### src/rtl/period_timer_pkg.sv
package period_timer_pkg;

    localparam int DATA_W      = 8;
    localparam int ADDR_W      = 2;
    localparam int PRE_SEL_W   = 2;
    localparam int POST_SEL_W  = 4;
    localparam int PRE_W       = 4;
    localparam int EN_BIT      = 2;
    localparam int POST_LSB    = 3;
    localparam int POST_MSB    = POST_LSB + POST_SEL_W - 1;

    typedef enum logic [ADDR_W-1:0] {
        REG_COUNT   = 2'd0,
        REG_PERIOD  = 2'd1,
        REG_CONTROL = 2'd2,
        REG_SPARE   = 2'd3
    } reg_sel_e;

    // terminal value of the prescale counter for a select code
    function automatic logic [PRE_W-1:0] pre_limit(input logic [PRE_SEL_W-1:0] sel);
        logic [PRE_W-1:0] lim;
        case (sel)
            2'b00:   lim = PRE_W'(0);
            2'b01:   lim = PRE_W'(3);
            default: lim = PRE_W'(15);
        endcase
        return lim;
    endfunction

endpackage

### src/rtl/timer_prescaler.sv
module timer_prescaler #(
    parameter int W = 4
) (
    input  logic         clk,
    input  logic         rst,
    input  logic         clr_i,
    input  logic         adv_i,
    input  logic [W-1:0] limit_i,
    output logic         step_o
);

    typedef struct packed {
        logic [W-1:0] cnt;
    } pre_t;

    pre_t pre_d, pre_q;
    logic at_lim;

    always_comb begin
        pre_d  = pre_q;
        at_lim = (pre_q.cnt == limit_i);
        step_o = adv_i && at_lim;
        if (clr_i) begin
            pre_d.cnt = '0;
        end else if (adv_i) begin
            pre_d.cnt = at_lim ? '0 : pre_q.cnt + W'(1);
        end
    end

    always_ff @(posedge clk) begin
        if (rst) pre_q <= '0;
        else     pre_q <= pre_d;
    end

    // the tick divider never runs past the selected terminal value
    a_r3_pre_in_range: assert property (@(posedge clk) disable iff (rst)
        pre_q.cnt <= limit_i);

    // a clear leaves the divider at zero
    a_r6_pre_cleared: assert property (@(posedge clk) disable iff (rst)
        clr_i |=> pre_q.cnt == '0);

endmodule

### src/rtl/timer_postscaler.sv
module timer_postscaler #(
    parameter int W = 4
) (
    input  logic         clk,
    input  logic         rst,
    input  logic         clr_i,
    input  logic         evt_i,
    input  logic [W-1:0] ratio_i,
    output logic         fire_o
);

    typedef struct packed {
        logic [W-1:0] cnt;
    } post_t;

    post_t post_d, post_q;
    logic at_term;

    always_comb begin
        post_d  = post_q;
        at_term = (post_q.cnt == ratio_i);
        fire_o  = evt_i && at_term;
        if (clr_i) begin
            post_d.cnt = '0;
        end else if (evt_i) begin
            post_d.cnt = at_term ? '0 : post_q.cnt + W'(1);
        end
    end

    always_ff @(posedge clk) begin
        if (rst) post_q <= '0;
        else     post_q <= post_d;
    end

    // the match divider stays within the programmed ratio
    a_r5_post_in_range: assert property (@(posedge clk) disable iff (rst)
        post_q.cnt <= ratio_i);

    // a clear leaves the match divider at zero
    a_r6_post_cleared: assert property (@(posedge clk) disable iff (rst)
        clr_i |=> post_q.cnt == '0);

endmodule

### src/rtl/period_timer.sv
module period_timer
    import period_timer_pkg::*;
(
    input  logic              clk,
    input  logic              rst,
    input  logic              tick_i,
    input  logic              wr_en_i,
    input  logic [ADDR_W-1:0] wr_addr_i,
    input  logic [DATA_W-1:0] wr_data_i,
    input  logic              irq_clr_i,
    output logic [DATA_W-1:0] count_o,
    output logic [DATA_W-1:0] period_o,
    output logic [DATA_W-1:0] control_o,
    output logic              match_o,
    output logic              irq_o
);

    localparam logic [DATA_W-1:0] CTL_MASK = {1'b0, {(DATA_W-1){1'b1}}};

    typedef struct packed {
        logic [DATA_W-1:0] cnt;
        logic [DATA_W-1:0] per;
        logic [DATA_W-1:0] ctl;
        logic              match;
        logic              irq;
    } core_t;

    core_t core_d, core_q;

    logic wr_cnt, wr_per, wr_ctl, scal_clr, adv, step, hit, evt, fire;

    assign wr_cnt   = wr_en_i && (wr_addr_i == REG_COUNT);
    assign wr_per   = wr_en_i && (wr_addr_i == REG_PERIOD);
    assign wr_ctl   = wr_en_i && (wr_addr_i == REG_CONTROL);
    assign scal_clr = wr_cnt || wr_ctl;
    assign adv      = tick_i && core_q.ctl[EN_BIT] && !scal_clr;
    assign hit      = (core_q.cnt == core_q.per);
    assign evt      = step && hit;

    timer_prescaler #(.W(PRE_W)) u_pre (
        .clk     (clk),
        .rst     (rst),
        .clr_i   (scal_clr),
        .adv_i   (adv),
        .limit_i (pre_limit(core_q.ctl[PRE_SEL_W-1:0])),
        .step_o  (step)
    );

    timer_postscaler #(.W(POST_SEL_W)) u_post (
        .clk     (clk),
        .rst     (rst),
        .clr_i   (scal_clr),
        .evt_i   (evt),
        .ratio_i (core_q.ctl[POST_MSB:POST_LSB]),
        .fire_o  (fire)
    );

    always_comb begin
        core_d = core_q;
        if (wr_cnt)      core_d.cnt = wr_data_i;
        else if (evt)    core_d.cnt = '0;
        else if (step)   core_d.cnt = core_q.cnt + DATA_W'(1);
        if (wr_per)      core_d.per = wr_data_i;
        if (wr_ctl)      core_d.ctl = wr_data_i & CTL_MASK;
        core_d.match = evt;
        core_d.irq   = fire || (core_q.irq && !irq_clr_i);
    end

    always_ff @(posedge clk) begin
        if (rst) begin
            core_q.cnt   <= '0;
            core_q.per   <= '1;
            core_q.ctl   <= '0;
            core_q.match <= 1'b0;
            core_q.irq   <= 1'b0;
        end else begin
            core_q <= core_d;
        end
    end

    assign count_o   = core_q.cnt;
    assign period_o  = core_q.per;
    assign control_o = core_q.ctl;
    assign match_o   = core_q.match;
    assign irq_o     = core_q.irq;

    a_r1_reset_values: assert property (@(posedge clk)
        rst |=> (count_o == '0 && period_o == '1 && control_o == '0 && !match_o && !irq_o));

    a_r4_match_wraps: assert property (@(posedge clk) disable iff (rst)
        match_o |-> count_o == '0);

    a_r7_ctl_keeps_count: assert property (@(posedge clk) disable iff (rst)
        (wr_en_i && wr_addr_i == REG_CONTROL) |=> count_o == $past(count_o));

    a_r9_count_write_wins: assert property (@(posedge clk) disable iff (rst)
        (wr_en_i && wr_addr_i == REG_COUNT) |=> count_o == $past(wr_data_i));

    a_r10_irq_sticky: assert property (@(posedge clk) disable iff (rst)
        (irq_o && !irq_clr_i) |=> irq_o);

    a_r11_hold_when_off: assert property (@(posedge clk) disable iff (rst)
        (!control_o[EN_BIT] && !wr_en_i) |=> $stable(count_o));

endmodule

### config.mk
export PLATFORM = sky130hd
export DESIGN_NAME = period_timer
export DESIGN_NICKNAME = d
export VERILOG_FILES = /design/src/rtl/period_timer_pkg.sv /design/src/rtl/timer_prescaler.sv /design/src/rtl/timer_postscaler.sv /design/src/rtl/period_timer.sv
export SDC_FILE = /design/constraint.sdc
export NUM_CORES = 1
export LEC_CHECK = 0
export CAP_MARGIN = 20
export CORE_MARGIN = 8
export CORE_UTILIZATION = 67
export CTS_CLUSTER_DIAMETER = 50
export DETAILED_ROUTE_END_ITERATION = 16
export DONT_BUFFER_PORTS = 1
export PLACE_DENSITY = 0.93
export SLEW_MARGIN = 5
export SYNTH_ARGS = -nofsm -noshare
export SYNTH_HDL_FRONTEND = slang
export SYNTH_SLANG_ARGS = --single-unit
### constraint.sdc
create_clock -name clk -period 3.6 [get_ports clk]
set_input_delay 0.36 -clock clk [delete_from_list [all_inputs] [get_ports clk]]
set_output_delay 0.36 -clock clk [all_outputs]
set_load 0.01 [all_outputs]
# --- After elaboration in Yosys (flattened, before gate mapping) ---
# Cells that the tools add are included.
totals:
  word_cells: 39
  reg_bits: 33
op_classes:
  n_eq_ne: 6
  n_reduce_logical: 17
  add_sub_neg: 3
  muxes: 6
op_table:
  columns: ["op", "n"]
  rows:
  - ["8-bit two-way mux", 3]
  - ["1-bit logical AND", 9]
  - ["4-bit by 1-bit adder with 4-bit output, second input constant", 2]
  - ["8-bit by 1-bit adder with 8-bit output, second input constant", 1]
  - ["4-bit == test", 2]
  - ["8-bit == test", 1]
  - ["4-bit two-way mux", 2]
  - ["4-bit case mux with 2 select lines", 1]
  - ["2-bit by 1-bit == test with 1-bit output, second input constant", 2]
  - ["2-bit zero test", 2]
  - ["3-bit nonzero test", 1]
  - ["2-bit == test, second input constant", 1]
  - ["1-bit zero test", 2]
  - ["1-bit logical OR", 2]
  - ["2-bit OR reduction", 1]

# --- Longest topological paths before layout ---
# Gate-level depths: netlist of the first run.
logic_depth:
  ltp_word: 9
  mapped_depth: 6

# --- Hierarchy ---
# Synthesis of the first run repeated with hierarchy kept, for this count alone.
unflattened:
  cells_unflattened: 206
  hier_area_um2: 1770.4
modules_own_cells:
  columns: ["module", "area_each_um2", "cells_per_inst", "instances"]
  rows:
  - ["period_timer", 1237.4, 154, 1]
  - ["timer_postscaler", 266.5, 26, 1]
  - ["timer_prescaler", 266.5, 26, 1]

# --- Least setup slack after synthesis of the first run ---
# Ideal clock, no wire load.
synth_path:
  path_type: "reg2reg"
  start: "register u_pre.pre_q[2] (netlist bit)"
  end: "register u_post.post_q[1] (netlist bit)"
  slack_ns: 1.826
  n_path_buf: 0
  arrival_time_ns: 1.704
  path_stages_with_launch: 6
  setup_time_ns: 0.070
  cell_sequence: "dfxtp_1 -> or4_4 -> a22oi_4 -> nand4_4 -> or3b_1 -> a21oi_1"
synth_between:
  elab_chain_len: 3
synth_lines:
  columns: ["element", "line_no", "source"]
  rows:
  - ["from (decl)", "timer_prescaler.sv:16", "pre_t pre_d, pre_q;"]
  - ["from (signal assigned)", "timer_prescaler.sv:32", "else pre_q <= pre_d;"]
  - ["4-bit == test", "timer_prescaler.sv:21", "at_lim = (pre_q.cnt == limit_i);"]
  - ["1-bit logical AND", "timer_prescaler.sv:22", "step_o = adv_i && at_lim;"]
  - ["1-bit logical AND", "period_timer.sv:38", "assign evt = step && hit;"]
  - ["to (signal assigned)", "timer_postscaler.sv:32", "else post_q <= post_d;"]
  - ["to (decl)", "timer_postscaler.sv:16", "post_t post_d, post_q;"]
# Every way passes these cells.
# A chain may end at the register's enable or synchronous reset.

# --- Worst setup path after layout of the first run ---
layout_path:
  start: "register core_q, in the netlist count_o[2]"
  end: "register u_post.post_q[1] (netlist bit)"
layout_between:
  elab_chain_len: 2
layout_lines:
  columns: ["element", "line_no", "source"]
  rows:
  - ["from (decl)", "period_timer.sv:28", "core_t core_d, core_q;"]
  - ["from (signal assigned)", "period_timer.sv:77", "core_q <= core_d;"]
  - ["8-bit == test", "period_timer.sv:37", "assign hit = (core_q.cnt == core_q.per);"]
  - ["1-bit logical AND", "period_timer.sv:38", null]
# Every way passes these cells.

==> impl_results.md, run 1 <==
* Setup repair after global routing missed its margin: false
* Minimum clock period after layout at approximately 2000 ps
* Worst slack, placed at between 1500 and 2000 ps
* Gr usage total at between 20% and 30%
* Antenna diode count at 0
* FF-to-FF Start: count_o[2]$_SDFFE_PP0P_
* Setup-failing EPs final at 0
* Worst slew slack as a fraction of its limit at between 40% and 50%
* Finished Layout Cells at 241
* Buffers and inverters on the worst path at 0
* Top post-synthesis cells by area: sky130_fd_sc_hd__dfxtp_1 38%, sky130_fd_sc_hd__nand2_1 7.5%, sky130_fd_sc_hd__xor2_1 6.5%
* Worst-case register-to-register setup slack at 1610 ps
* Most common flop cell mapped by yosys: sky130_fd_sc_hd__dfxtp_1
* Initial standard-cell utilization of the core at between 70% and 80%
* Via count of the routed design at 1607
* Library cells used by synthesis at 43
* Pre-Repair DR Iteration Count at 7
* IO buf count at 0
* Die Footprint at between 4000 and 5000 µm²
* Gate family responsible for the most delay along the worst path: simple AND/OR/NAND/NOR gates
* Signed area change from the synthesized netlist to the final layout at 3.95%
* Maximum single-stage delay on the critical path at slightly above 500 ps
* H-tree levels at 2
* Sequential fraction of the synthesis area at a little under two fifths
* Warning count from the yosys run at 0
* Routed wire length at around 4500 µm
* Number of max-slew violations in the final report at 0
* Critical-path cell with the highest stage delay: sky130_fd_sc_hd__dfxtp_1
* Share of Yosys cell area claimed by the top area cell type at a little under two fifths
* Crit path launch: count_o[2]$_SDFFE_PP0P_
* Final cycle utilization of the critical path at 55.4%
* Reported max-cap violation count at 0
* TritonCTS clock tree: done
* Number of gates on the worst path with buffers counted at 5
* Class of the tightest hold or removal check: in -> reg
* Maximum number of pins on one net before global-route repair at 28
* Clock-pin slew on the worst setup and hold paths at about 100 ps
* Startpoint types: flip-flop
* Peak ir drop on the vdd network at 0.317 mV
* Clock root buffer: sky130_fd_sc_hd__clkbuf_4
* Cell count of the worst reg-to-reg path at 5
* Remaining antenna violation count at 0
* # DRC at 0
* HPWL after detailed placement at ~3500 µm
* Critical path destination: u_post.post_q[1]$_SDFFE_PP0N_
* Run status: complete, no violations
* Number of instances in the placed design at between 200 and 250
* Number of buffers created by CTS at 5
* Hold path depth at 1
* Synth area leader: sky130_fd_sc_hd__dfxtp_1
* Quantity of gates resized following cts at 0
* Leakage power summed over all cells at 0.656 nW
* Power density relative to cell area at around 390 nW/µm²
* TNS Setup at 0 ps
* Final hold viol count at 0
* Wire length of the first global-routing pass at around 7400 µm
* Maximum root-to-sink buffer count at 2
* Number of sinks driven by the clock tree at 33
* Post-synthesis cell area at between 1500 and 2000 µm²
* Seq cells post-synth at 33
* Share of flip-flops with an asynchronous set or reset after synthesis at 0%
* Row count at 18
* Synth Net Count at 230
* Required time reported for the critical path endpoint at about 3900 ps
* GRT overflow at 0
* Worst setup slack after layout at 1610 ps
* WP data arrival at ~2300 ps
* Initial antenna violation count at 0
* Gp weighted congestion at just over 0.9
* Share of layout cells above drive strength 1 at approximately 7.6%
* Number of buffers added for setup after CTS at 0
* Vias in the first global route at between 1500 and 2000
* Avg Cell Area, Syn at approximately 8.2 µm²
* Biggest fanout along the worst timing path at 9
* Reg-to-reg endpoint: u_post.post_q[1]$_SDFFE_PP0N_
* Clock latency on the worst-skew pair at around 340 ps
* Gate Count Post-Synth at ~210
* Ports at 41
* Element type at the critical path end: flip-flop
* Critical path, cell by cell: xor2_1 -> nor4_4 -> nand4_4 -> or3b_1 -> a21oi_1
* CP Class: reg -> reg
* Post-synth EDFFs at 0
* Overall die width at approximately 67 µm
* Hold-fix buffers, CTS at 0
* Avg WL per Cell at 18.9 µm
* Final Skew at between 4 and 5 ps
* Placeable core region at 2480 µm²
* Top achievable clock speed at between 500 and 600 MHz
* Number of nets in the layout at between 200 and 250
* Slew @ Worst Pin at 778 ps
* Die height at approximately 67 µm
* Vias per cell at about 6.7
* Drt initial violations at ~110
* End-of-flow core utilization at between 70% and 80%
per-stage QoR:
step,instance area [µm²],hold slack [ps],power (mW)
CTS,1810,77.8,0.701
detailed placement,1740,435,0.471
floorplan,1740,472,0.462
finish,1810,79.4,0.701
global placement,1740,434,0.467
global route,1810,64.1,0.727
how the worst min path moves through the flow:
stage                                  startpoint                             to  slack [ps]
floorplan           u_post.post_q[1]$_SDFFE_PP0N_  u_post.post_q[1]$_SDFFE_PP0N_         470
global placement                              rst      control_o[0]$_SDFFE_PP0P_         430
detailed placement                            rst      control_o[0]$_SDFFE_PP0P_         440
CTS                                           rst      control_o[0]$_SDFFE_PP0P_          80
global route                                  rst               irq_o$_SDFF_PP0_          60
finish                                        rst               irq_o$_SDFF_PP0_          80
cells in the mapped netlist (2+ instances only):
master	number
sky130_fd_sc_hd__o211ai_1	2
sky130_fd_sc_hd__a21boi_0	2
sky130_fd_sc_hd__xnor2_1	2
sky130_fd_sc_hd__nor2b_1	2
sky130_fd_sc_hd__nor2_1	19
sky130_fd_sc_hd__o21ai_0	5
sky130_fd_sc_hd__nor3_1	3
sky130_fd_sc_hd__nor4_4	2
sky130_fd_sc_hd__o21ai_1	2
sky130_fd_sc_hd__clkbuf_1	7
sky130_fd_sc_hd__ha_1	3
sky130_fd_sc_hd__o21bai_1	2
sky130_fd_sc_hd__a21oi_1	15
sky130_fd_sc_hd__xor2_1	13
sky130_fd_sc_hd__and2_1	2
sky130_fd_sc_hd__or3_1	3
sky130_fd_sc_hd__a211oi_1	5
sky130_fd_sc_hd__nand2b_1	4
sky130_fd_sc_hd__dfxtp_1	33
sky130_fd_sc_hd__nand3_1	14
sky130_fd_sc_hd__a31oi_1	6
sky130_fd_sc_hd__nand3b_1	10
sky130_fd_sc_hd__or2_2	2
sky130_fd_sc_hd__nand2_1	35
cells in the final DEF, fill, tap and decap left out, drive strengths merged, types with 2 or more instances in the layout:
master / Yosys / layout
a211oi: 5 / 5
a21boi: 2 / 2
a21oi: 15 / 15
a31oi: 6 / 6
and2: 3 / 3
clkbuf: 7 / 7
dfxtp: 33 / 33
ha: 3 / 3
nand2: 35 / 35
nand2b: 4 / 4
nand3: 14 / 14
nand3b: 10 / 10
nand4: 2 / 2
nor2: 19 / 19
nor2b: 2 / 2
nor3: 3 / 3
nor4: 3 / 3
o211ai: 2 / 2
o21ai: 7 / 7
o21bai: 2 / 2
or2: 3 / 3
or3: 3 / 3
or3b: 2 / 2
xnor2: 2 / 2
xor2: 13 / 13
layer usage:
metal  global-route usage [%]  wire (µm)  vias up
li1                         -          -      736
met1                     25.6       1680      754
met2                     34.1       2100      103
met3                     9.06        663       14
met4                     7.57         97        0
met5                        0          0        -
sequential cells by signal, summed over array words and instances (netlist names):
signal         count
control_o          7
u_post.post_q      4
period_o           8
irq_o              1
count_o            8
match_o            1
u_pre.pre_q        4
area by class of cell:
class | instances | area [µm²]
clock buffer | 7 | 65.1
clock inverter | 1 | 5.00
fill | 201 | 666
inverter | 1 | 3.75
multi-input combinational | 169 | 1040
sequential | 33 | 661
tap | 30 | 37.5
cell families (layout without fill, tap and decap cells):
kind of cell,count (synthesis),in the layout,share of synthesized area (%)
multiplexers,1,1,0.574
AO/OA/AOI/OAI,43,43,15.9
XOR/XNOR,15,15,7.54
AND/OR/NAND/NOR,106,106,33.2
other,1,1,0.215
flip-flops,33,33,37.9
adder cells (fa/ha/maj),3,3,2.15
buffers and inverters,10,9,2.44
where the power goes:
| group | switching [mW] | internal [mW] | total (mW) |
|---|---|---|---|
| clock | 0.124 | 0.113 | 0.237 |
| sequential | 0.0256 | 0.378 | 0.403 |
| combinational | 0.0356 | 0.0251 | 0.0607 |
| total | 0.185 | 0.516 | 0.701 |
worst register-to-register path: stages (launching register included):
cell and delay (ps):
sky130_fd_sc_hd__dfxtp_1 510, sky130_fd_sc_hd__xor2_1 160, sky130_fd_sc_hd__nor4_4 490, sky130_fd_sc_hd__nand4_4 210, sky130_fd_sc_hd__or3b_1 410, sky130_fd_sc_hd__a21oi_1 150
Power figures use the tool's default switching activity.
==> run 2, diff against run 1 <==
--- a/config.mk
+++ b/config.mk
@@ -7,11 +7,11 @@
 export LEC_CHECK = 0
 export CAP_MARGIN = 20
 export CORE_MARGIN = 8
-export CORE_UTILIZATION = 67
+export CORE_UTILIZATION = 62
 export CTS_CLUSTER_DIAMETER = 50
 export DETAILED_ROUTE_END_ITERATION = 16
 export DONT_BUFFER_PORTS = 1
-export PLACE_DENSITY = 0.93
+export PLACE_DENSITY = 0.88
 export SLEW_MARGIN = 5
 export SYNTH_ARGS = -nofsm -noshare
 export SYNTH_HDL_FRONTEND = slang
==> constraint.sdc (replaced) <==
create_clock -name clk -period 2.02 [get_ports clk]
set_input_delay 0.202 -clock clk [delete_from_list [all_inputs] [get_ports clk]]
set_output_delay 0.202 -clock clk [all_outputs]
set_load 0.01 [all_outputs]
==> impl_results.md, run 2 (synthesis gave the netlist of run 1 again) <==
* Share of layout cells above drive strength 1 at 11.2% (+3.6 points)
* Run status: complete, no violations
* Setup repair after global routing missed its margin: false
* Die Footprint at 4760 µm² (+6.1%)
* Quantity of gates resized following cts at 0 (unchanged)
* Maximum number of pins on one net before global-route repair at 24 (-14%)
* Signed area change from the synthesized netlist to the final layout at 13.9%
* Required time reported for the critical path endpoint at 2270 ps (-1600 ps)
* Overall die width at 69.0 µm (+3.0%)
* Number of buffers added for setup after CTS at 0 (unchanged)
* Biggest fanout along the worst timing path at 7 (-2)
* Clock power frac at 27.4% (-6.4 points)
* Power density relative to cell area at 603 nW/µm² (+56%)
* Clock root buffer: sky130_fd_sc_hd__clkbuf_4
* Antenna diode count at 0 (unchanged)
* Internal Pwr Total at 0.865 mW (+68%)
* Final non-filler cell area at 1990 µm² (+9.6%)
* Element type at the critical path end: flip-flop
* Critical-path cell with the highest stage delay: sky130_fd_sc_hd__or4_4
* Buffers and inverters on the worst path at 0 (unchanged)
* Initial antenna violation count at 0 (unchanged)
* Combinational share of power at 14.0% (+5.3 points)
* Initial standard-cell utilization of the core at 64.3% (-6.0 points)
* Slew @ Worst Pin at 855 ps (+77.5 ps)
* CP Class: reg -> reg
* Vias in the first global route at 1606 (+2.9%)
* Via count of the routed design at 1712 (+6.5%)
* End-of-flow core utilization at 73.3% (+0.14 points)
* Placeable core region at 2710 µm² (+9.4%)
* WP data arrival at 2180 ps (-90 ps)
* H-tree levels at 2 (unchanged)
* HPWL after detailed placement at 3440 µm (-0.99%)
* Peak ir drop on the vdd network at 0.618 mV (+95%)
* Avg WL per Cell at 18.5 µm (-1.9%)
* Vias per cell at 6.51 (-2.4%)
* Worst slew slack as a fraction of its limit at 42.8% (-4.9 points)
* Critical path, cell by cell: or4_4 -> a22oi_4 -> and2_1 -> a31oi_1 -> a211oi_1
* Leakage power summed over all cells at 0.752 nW (+15%)
* Routed wire length at 4870 µm (+7.1%)
* Row count at 19 (+1)
* Gp weighted congestion at 0.916 (-1.1%)
* IO buf count at 0 (unchanged)
* Ports at 41 (unchanged)
* Setup-failing EPs final at 0 (unchanged)
* Final hold viol count at 0 (unchanged)
* Die height at 69.0 µm (+3.0%)
* Startpoint types: flip-flop
* Pre-Repair DR Iteration Count at 4 (-3)
* Reported max-cap violation count at 0 (unchanged)
* Gate family responsible for the most delay along the worst path: simple AND/OR/NAND/NOR gates
* GRT overflow at 0 (unchanged)
* Top achievable clock speed at 518 MHz (+3.2%)
* Maximum single-stage delay on the critical path at 550 ps (+40 ps)
* Wire length of the first global-routing pass at 7790 µm (+4.8%)
* Minimum clock period after layout at 1930 ps (-62.7 ps)
* Clock-pin slew on the worst setup and hold paths at 100 ps (about the same)
* Clock latency on the worst-skew pair at 330 ps (about the same)
* Number of nets in the layout at 251 (+10%)
* Number of max-slew violations in the final report at 0 (unchanged)
* Commonest cells after routing, fill and taps aside: 35 x sky130_fd_sc_hd__nand2_1, 33 x sky130_fd_sc_hd__dfxtp_1, 19 x sky130_fd_sc_hd__nor2_1, 15 x sky130_fd_sc_hd__a21oi_1, 14 x sky130_fd_sc_hd__nand3_1
* Remaining antenna violation count at 0 (unchanged)
* NetSw at 0.332 mW (+79%)
* Drt initial violations at 145 (+31%)
* Number of sinks driven by the clock tree at 33 (unchanged)
* Final Skew at 11.0 ps (+6.36 ps)
* TNS Setup at 0 ps (unchanged)
* TritonCTS clock tree: done
* Most common library cell in the layout ignoring fill and taps: sky130_fd_sc_hd__nand2_1
* # DRC at 0 (unchanged)
* Area after detailed placement at 1830 µm² (+5.2%)
* Net switching fraction of the power at 27.7% (+1.3 points)
* Class of the tightest hold or removal check: in -> reg
* Seq pwr share at 58.6% (+1.1 points)
* Maximum root-to-sink buffer count at 2 (unchanged)
* Final cycle utilization of the critical path at 95.6% (+40 points)
* Gr usage total at 19.4% (-2.2 points)
* Number of buffers created by CTS at 5 (unchanged)
run 2: changes by cell type in the layout (fill, tap and decap cells not counted):
cell                            previous run  this run
sky130_fd_sc_hd__buf_4                     0        12
sky130_fd_sc_hd__clkbuf_8                  2         0
sky130_fd_sc_hd__dlygate4sd3_1             0        11
run 2: final timing paths:
path / from / end / slack, ps / depth (start not counted)
min: wr_data_i[4] / control_o[4]$_SDFFE_PP0P_ / 20 / 2
min reg2reg: control_o[2]$_SDFFE_PP0P_ / control_o[2]$_SDFFE_PP0P_ / 530 / 2
max: u_pre.pre_q[2]$_SDFFE_PP0P_ / count_o[6]$_SDFFE_PP0P_ / 90 / 5
max reg2reg: u_pre.pre_q[2]$_SDFFE_PP0P_ / count_o[6]$_SDFFE_PP0P_ / 90 / 5
run 2: power groups by stage:
stage                     logic [mW]  registers (mW)  clock network, mW
after detailed placement       0.139           0.717                  0
after global routing           0.180           0.705              0.364
after global placement         0.134           0.715                  0
final                          0.168           0.702              0.328
after CTS                      0.160           0.701              0.332
after floorplan                0.102           0.721                  0
run 2: layer usage:
metal | part of all wire, % | track usage (%) | vias to the layer above
li1 | - | - | 783
met1 | 39 | 23.7 | 783
met2 | 44 | 28.4 | 124
met3 | 14 | 9.16 | 22
met4 | 2.2 | 7.97 | 0
met5 | 0 | 0 | -
run 2: stage by stage:
step,std cells,power [mW],worst slack (ps),hold slack (ps)
6_report,263,1.20,88.5,16.1
5_1_grt,263,1.25,27.8,14.2
4_1_cts,260,1.19,121,6.22
3_5_place_dp,246,0.856,149,278
3_3_place_gp,246,0.849,190,278
2_1_floorplan,212,0.823,246,323
run 2: what timing repair did:
action / in CTS / in global routing
setup endpoints to repair: 0 / 0
endpoints found under the hold margin: 23 / 3
hold buffers: 8 / 3
run 2: layout make-up:
| class | count | area (µm²) |
|---|---|---|
| Multi-Input combinational cell | 169 | 1040 |
| Fill cell | 206 | 724 |
| Sequential cell | 33 | 661 |
| Timing Repair Buffer | 23 | 200 |
| Tap cell | 31 | 38.8 |
| Clock buffer | 5 | 37.5 |
| Clock inverter | 1 | 5.00 |
| Inverter | 1 | 3.75 |
